==> src/rtl/cam_pkg.sv <==
`timescale 1ns/1ps
package cam_pkg;
  typedef enum logic [1:0] {
    OP_INSERT = 2'd0,
    OP_MASK   = 2'd1,
    OP_CONFIG = 2'd2,
    OP_NONE   = 2'd3
  } ctl_op_e;
endpackage

==> src/rtl/cam_fifo.sv <==
`timescale 1ns/1ps
module cam_fifo #(
  parameter int W     = 64,
  parameter int DEPTH = 14
) (
  input  logic         clk,
  input  logic         rst_n,
  input  logic         push,
  input  logic [W-1:0] din,
  input  logic         pop,
  output logic [W-1:0] dout,
  output logic         full,
  output logic         empty
);
  localparam int PTR_W = $clog2(DEPTH);
  localparam int CNT_W = $clog2(DEPTH + 1);

  logic [W-1:0]     mem [DEPTH];
  logic [PTR_W-1:0] wr_q, wr_d, rd_q, rd_d;
  logic [CNT_W-1:0] cnt_q, cnt_d;

  always_comb begin
    wr_d  = wr_q;
    rd_d  = rd_q;
    cnt_d = cnt_q;
    if (push) wr_d = (wr_q == PTR_W'(DEPTH - 1)) ? '0 : wr_q + 1'b1;
    if (pop)  rd_d = (rd_q == PTR_W'(DEPTH - 1)) ? '0 : rd_q + 1'b1;
    if (push && !pop) cnt_d = cnt_q + 1'b1;
    else if (pop && !push) cnt_d = cnt_q - 1'b1;
  end

  always_ff @(posedge clk or negedge rst_n) begin
    if (!rst_n) begin
      wr_q  <= '0;
      rd_q  <= '0;
      cnt_q <= '0;
    end else begin
      wr_q  <= wr_d;
      rd_q  <= rd_d;
      cnt_q <= cnt_d;
    end
  end

  always_ff @(posedge clk) begin
    if (push) mem[wr_q] <= din;
  end

  assign dout  = mem[rd_q];
  assign full  = (cnt_q == CNT_W'(DEPTH));
  assign empty = (cnt_q == '0);


  no_overflow_chk: assert property (@(posedge clk) disable iff (!rst_n) push |-> !full);

  no_underflow_chk: assert property (@(posedge clk) disable iff (!rst_n) pop |-> !empty);
endmodule

==> src/rtl/cam_prio.sv <==
`timescale 1ns/1ps
module cam_prio #(
  parameter int N = 8
) (
  input  logic [N-1:0]         req,
  output logic                 any,
  output logic                 multi,
  output logic [$clog2(N)-1:0] idx
);
  localparam int IDX_W = $clog2(N);

  always_comb begin
    idx = '0;
    for (int i = N - 1; i >= 0; i--) begin
      if (req[i]) idx = IDX_W'(i);
    end
  end

  assign any   = |req;
  assign multi = |(req & (req - 1'b1));
endmodule

==> src/rtl/cam_store.sv <==
`timescale 1ns/1ps
module cam_store #(
  parameter int W = 64,
  parameter int N = 8
) (
  input  logic                 clk,
  input  logic                 rst_n,
  input  logic                 wr_en,
  input  logic [$clog2(N)-1:0] wr_idx,
  input  logic [W-1:0]         wr_data,
  input  logic [W-1:0]         key,
  input  logic [W-1:0]         care,
  input  logic [W-1:0]         path_care,
  input  logic [$clog2(N)-1:0] rd_idx,
  output logic [W-1:0]         rd_data,
  output logic [N-1:0]         valid,
  output logic [N-1:0]         hit_vec,
  output logic [N-1:0]         path_vec
);
  logic [W-1:0] ent [N];
  logic [N-1:0] valid_d;

  always_comb begin
    valid_d = valid;
    if (wr_en) valid_d[wr_idx] = 1'b1;
  end

  always_ff @(posedge clk or negedge rst_n) begin
    if (!rst_n) valid <= '0;
    else        valid <= valid_d;
  end

  always_ff @(posedge clk) begin
    if (wr_en) ent[wr_idx] <= wr_data;
  end

  for (genvar g = 0; g < N; g++) begin : g_cmp
    logic [W-1:0] diff;
    assign diff        = ent[g] ^ key;
    assign hit_vec[g]  = valid[g] && ((diff & care) == '0);
    assign path_vec[g] = valid[g] && ((diff & path_care) == '0);
  end

  assign rd_data = ent[rd_idx];
endmodule

==> src/rtl/cam_lookup.sv <==
`timescale 1ns/1ps
module cam_lookup #(
  parameter int W      = 64,
  parameter int N      = 8,
  parameter int QDEPTH = 14,
  parameter int CIRC_W = 16
) (
  input  logic                 clk,
  input  logic                 rst_n,
  input  logic                 ctl_valid,
  input  logic [1:0]           ctl_op,
  input  logic [W-1:0]         ctl_data,
  output logic                 ctl_ready,
  output logic                 irq,
  input  logic                 m_req,
  input  logic [W-1:0]         m_key,
  output logic                 m_busy,
  output logic                 m_done,
  output logic                 m_hit,
  output logic                 m_multi,
  output logic                 m_path_hit,
  output logic [$clog2(N)-1:0] m_index,
  output logic [W-1:0]         m_out
);
  import cam_pkg::*;
  localparam int IDX_W   = $clog2(N);
  localparam int SPLIT_W = $clog2(W + 1);

  ctl_op_e op;
  assign op = ctl_op_e'(ctl_op);

  // control registers
  logic [W-1:0]       mask_q, mask_d;
  logic [SPLIT_W-1:0] split_q, split_d;
  logic               atm_q, atm_d;
  // search registers
  logic [W-1:0]       key_q, key_d, out_q, out_d;
  logic               busy_q, busy_d, done_q, done_d, irq_q, irq_d;
  logic               hit_q, hit_d, multi_q, multi_d, path_q, path_d;
  logic [IDX_W-1:0]   idx_q, idx_d;

  logic [W-1:0] field_mask, care, path_care, fifo_dout, rd_data;
  logic [N-1:0] valid, hit_vec, path_vec;
  logic         push, pop, q_full, q_empty, start;
  logic         free_any, free_multi, win_any, win_multi, path_any, path_multi;
  logic [IDX_W-1:0] free_idx, win_idx, path_idx;

  always_comb begin
    for (int i = 0; i < W; i++) begin
      field_mask[i] = (SPLIT_W'(i) < split_q);
      path_care[i]  = care[i] && (i >= CIRC_W);
    end
  end
  assign care = field_mask & ~mask_q;

  assign start = m_req && !busy_q;
  assign push  = ctl_valid && (op == OP_INSERT) && !q_full;
  assign pop   = !q_empty && free_any && !busy_q && !m_req;

  cam_fifo #(.W(W), .DEPTH(QDEPTH)) u_queue (
    .clk(clk), .rst_n(rst_n), .push(push), .din(ctl_data), .pop(pop),
    .dout(fifo_dout), .full(q_full), .empty(q_empty)
  );

  cam_store #(.W(W), .N(N)) u_store (
    .clk(clk), .rst_n(rst_n), .wr_en(pop), .wr_idx(free_idx), .wr_data(fifo_dout),
    .key(key_q), .care(care), .path_care(path_care), .rd_idx(win_idx),
    .rd_data(rd_data), .valid(valid), .hit_vec(hit_vec), .path_vec(path_vec)
  );

  cam_prio #(.N(N)) u_free (.req(~valid), .any(free_any), .multi(free_multi), .idx(free_idx));
  cam_prio #(.N(N)) u_win  (.req(hit_vec), .any(win_any), .multi(win_multi), .idx(win_idx));
  cam_prio #(.N(N)) u_path (.req(path_vec), .any(path_any), .multi(path_multi), .idx(path_idx));

  always_comb begin
    mask_d  = mask_q;
    split_d = split_q;
    atm_d   = atm_q;
    if (ctl_valid && op == OP_MASK) mask_d = ctl_data;
    if (ctl_valid && op == OP_CONFIG) begin
      split_d = ctl_data[SPLIT_W-1:0];
      atm_d   = ctl_data[SPLIT_W];
    end
    irq_d   = ctl_valid && (op == OP_INSERT) && q_full && !free_any;
    key_d   = start ? m_key : key_q;
    busy_d  = start;
    done_d  = busy_q;
    hit_d   = hit_q;
    multi_d = multi_q;
    path_d  = path_q;
    idx_d   = idx_q;
    out_d   = out_q;
    if (busy_q) begin
      hit_d   = win_any;
      multi_d = win_multi;
      path_d  = atm_q && path_any;
      idx_d   = win_any ? win_idx : '0;
      out_d   = win_any ? (rd_data & ~field_mask) : '0;
    end
  end

  always_ff @(posedge clk or negedge rst_n) begin
    if (!rst_n) begin
      mask_q  <= '0;
      split_q <= SPLIT_W'(W);
      atm_q   <= 1'b0;
      key_q   <= '0;
      busy_q  <= 1'b0;
      done_q  <= 1'b0;
      irq_q   <= 1'b0;
      hit_q   <= 1'b0;
      multi_q <= 1'b0;
      path_q  <= 1'b0;
      idx_q   <= '0;
      out_q   <= '0;
    end else begin
      mask_q  <= mask_d;
      split_q <= split_d;
      atm_q   <= atm_d;
      key_q   <= key_d;
      busy_q  <= busy_d;
      done_q  <= done_d;
      irq_q   <= irq_d;
      hit_q   <= hit_d;
      multi_q <= multi_d;
      path_q  <= path_d;
      idx_q   <= idx_d;
      out_q   <= out_d;
    end
  end

  assign ctl_ready  = !q_full;
  assign irq        = irq_q;
  assign m_busy     = busy_q;
  assign m_done     = done_q;
  assign m_hit      = hit_q;
  assign m_multi    = multi_q;
  assign m_path_hit = path_q;
  assign m_index    = idx_q;
  assign m_out      = out_q;


  req_busy_chk: assert property (@(posedge clk) disable iff (!rst_n)
    (m_req && !m_busy) |=> (m_busy && !m_done));

  done_pulse_chk: assert property (@(posedge clk) disable iff (!rst_n)
    m_busy |=> (m_done && !m_busy));

  multi_hit_chk: assert property (@(posedge clk) disable iff (!rst_n) m_multi |-> m_hit);

  tbl_frozen_chk: assert property (@(posedge clk) disable iff (!rst_n)
    m_busy |=> $stable(valid));

  irq_full_chk: assert property (@(posedge clk) disable iff (!rst_n) irq |-> !ctl_ready);

  one_fill_chk: assert property (@(posedge clk) disable iff (!rst_n)
    $countones(valid ^ $past(valid)) <= 1);
endmodule

==> config.mk <==
export PLATFORM = sky130hd
export DESIGN_NAME = cam_lookup
export DESIGN_NICKNAME = d
export VERILOG_FILES = /design/src/rtl/cam_pkg.sv /design/src/rtl/cam_fifo.sv /design/src/rtl/cam_prio.sv /design/src/rtl/cam_store.sv /design/src/rtl/cam_lookup.sv
export SDC_FILE = /design/constraint.sdc
export NUM_CORES = 2
export LEC_CHECK = 0
export BUFFER_PORTS_ARGS = -buffer_cell sky130_fd_sc_hd__buf_4
export CAP_MARGIN = 15
export CORE_MARGIN = 2
export CORE_UTILIZATION = 50
export CTS_CLUSTER_SIZE = 8
export DETAILED_ROUTE_END_ITERATION = 8
export PLACE_DENSITY = 0.7
export SYNTH_ARGS = -nofsm -noshare
export SYNTH_HDL_FRONTEND = slang
export SYNTH_HIERARCHICAL = 1
export SYNTH_SLANG_ARGS = --single-unit
==> constraint.sdc <==
create_clock -name clk -period 7.8 [get_ports clk]
set_clock_uncertainty 0.1 [all_clocks]
set_input_delay 1.17 -clock clk [delete_from_list [all_inputs] [get_ports clk]]
set_output_delay 1.17 -clock clk [all_outputs]
set_load 0.05 [all_outputs]
==> results by group <==
Status
  • Outcome: completed

Clocking
  • Clock Path Buffers: 3
  • CTS Sinks: 1637
  • Post-CTS Resized: 0
  • Clock-pin slew on the worst setup and hold paths: 0.05 ns
  • H-tree depth: 4
  • Latest clock arrival within the worst-skew pair: 0.88 ns
  • CTS tree: done
  • CTS Hold Bufs: 0
  • CTS buffer count: 223
  • Setup Fix Bufs, Post-CTS: 0
  • Clk Tree Root Cell: clkbuf_16

Setup path
  • CP Max Fanout: 38
  • Reg2Reg Launch Point: split_q[2]$_DFFE_PN0P_
  • Setup crit start: split_q[2]$_DFFE_PN0P_
  • CP Class: flop to flop
  • Crit-path cells: or3_1 -> a21oi_1 -> nor2_1 -> buf_4 -> a22o_1 -> a221oi_1 -> nand3_1 -> or4_1 -> nor4_2 -> nor2_1 -> nor3_1 -> nor3_1 -> nor3_2 -> buf_12 -> buf_12 -> mux4_2 -> mux2_2 -> and3_1 -> a22o_1
  • Max stage delay on crit path: 0.83 ns
  • Critical path arrival: 7.60 ns
  • CP Data Required Time: between 8 and 9 ns
  • Critical Path Source Type: flop
  • Endpoint type of the worst setup path: flop
  • CP max stage cell: nor4_2

Timing
  • Slew @ Worst Pin: 1.35 ns
  • Unrepaired setup endpoints after global routing: no
  • Fmax: around 140 MHz
  • Period minus WS final: roughly 7.0 ns
  • Total negative slack: 0 ns
  • Final setup vio count: 0
  • Rel. slew slack: 0.0998
  • Worst setup margin: 0.777 ns
  • Final hold viol count: 0
  • Fin crit share: 0.900
  • Pins Over Slew Limit: 0

Power
  • Pleak: 29.6 nW
  • Power per cell area: between 300 and 400 nW/um^2
  • VDD IR max: roughly 0.35 mV

Die
  • Die width: 389 um
  • Area of the core: 147000 um^2
  • Die H: about 400 um
  • Core Rows: 141
  • Initial core utilization: 0.502
  • Number of I/O pins: around 210
  • Full die area: 151000 um^2

Synth
  • Mapped Area: 73900 um^2
  • Mean post-synth cell area: 16.3 um^2
  • YS warnings: 6
  • Post-synthesis cell count: 4529

Routing
  • Detailed-route via count: about 50000
  • DR vias/cell: 7.01
  • Drt first-iter violations: 7414
  • Post-Route WL: 329000 um
  • Residual DRC: 0
  • Routed Antenna Nets: 0
  • DRT Pass-1 Iters: 7
  • Wire per inst: 47.5 um

Global route
  • GR Util met2: 0.642
  • Grt met3 use: 0.108
  • Vias in the first global route: 46500
  • First-pass GRT wire length: 432000 um
  • Most used routing layer: met2
  • Overflow after GRT: 0
  • Largest net degree at the start of global routing: 113
  • Gr usage total: 0.433
  • Initial antenna violation count: 30
  • Met1 Use GR: 0.577

Placement
  • Setup slack after placement: 0.989 ns
  • Number of port buffers: around 210
  • Final HPWL DP: 243000 um
  • Routability cong.: 1.12

Cells and area
  • Fin nets: about 5000
  • Area growth syn-to-layout: 15.0%
  • Layout cell share with drive strength beyond 1: 0.218

Job
  • Total of max-cap violations: 0

Hold path
  • HP Class: input port to async pin
## registers in the layout, indices dropped and copies added, names as in the netlist, 7 cells and up
| name | cells |
|---|---|
| u_queue/mem | 896 |
| u_store/ent | 512 |
| key_q | 64 |
| m_out | 64 |
| mask_q | 64 |
| u_store/valid | 8 |
| split_q | 7 |
## worst max-delay path, delay by kind of cell (launching register included)
family,cells,cell delay [ns]
multiplexers,2,0.61
AO/OA/AOI/OAI,4,1.60
AND/OR/NAND/NOR,10,3.03
flip-flops,1,0.74
buffers and inverters,3,0.71
## layer usage
| metal | vias to the layer above | wire, um |
|---|---|---|
| met5 | - | 60 |
| met4 | 10 | 24900 |
| met3 | 750 | 35200 |
| met2 | 3397 | 145000 |
| met1 | 25700 | 124000 |
| li1 | 18700 | - |
## worst paths after layout
check	endpoint	slack (ns)	depth (start not counted)
setup / recovery	m_out[61]$_DFFE_PN0P_	0.78	19
hold reg to reg	mask_q[6]$_DFFE_PN0P_	0.40	1
min in group clk	mask_q[6]$_DFFE_PN0P_	0.40	1
hold / removal	key_q[59]$_DFFE_PN0P_	0.16	1
setup reg to reg	m_out[61]$_DFFE_PN0P_	0.78	19
max in group asynchronous	mask_q[19]$_DFFE_PN0P_	5.88	2
## power by group
part	switching, mW	internal [mW]	total (mW)
clock	3.75	5.42	9.16
sequential	1.04	11.4	12.4
combinational	8.05	3.20	11.3
total	12.8	20.0	32.8
## stage by stage
step           hold WS [ns]  instances  utilization  cell area, um^2  power, mW
3_5_place_dp          0.384       6497        0.531            78200       23.2
2_1_floorplan         0.352       4544            -            74000       17.7
6_report              0.156       6936        0.577            85000       32.8
3_3_place_gp          0.372       6497        0.531            78200       23.1
4_1_cts               0.185       6915        0.577            84900       32.3
5_1_grt               0.206       6922        0.577            85000       33.3
## final cells by class
class / count / area (um^2)
antenna: 16 / 40.0
clock buffer: 403 / 6300
clock inverter: 15 / 424
fill: 11000 / 62300
inverter: 22 / 82.6
multi-input combinational: 2515 / 24400
sequential: 1637 / 48000
tap: 1930 / 2410
timing repair buffer: 398 / 3390
## cell usage in the layout (no fill, tap or decap), types with 64 or more instances in the layout
cell type and n:
a22oi_1 210, o21ai_1 79, nand4_1 64, mux2i_1 257
edfxtp_1 1408, buf_4 362, mux2_2 78, nand3_1 111
a22o_1 183, xor2_1 507, dfrtp_1 223, mux4_2 256
nand2_1 103, clkbuf_16 224, clkbuf_1 177, mux2_1 125
a221oi_1 164
Note: power is estimated with default switching activity, not from simulation.
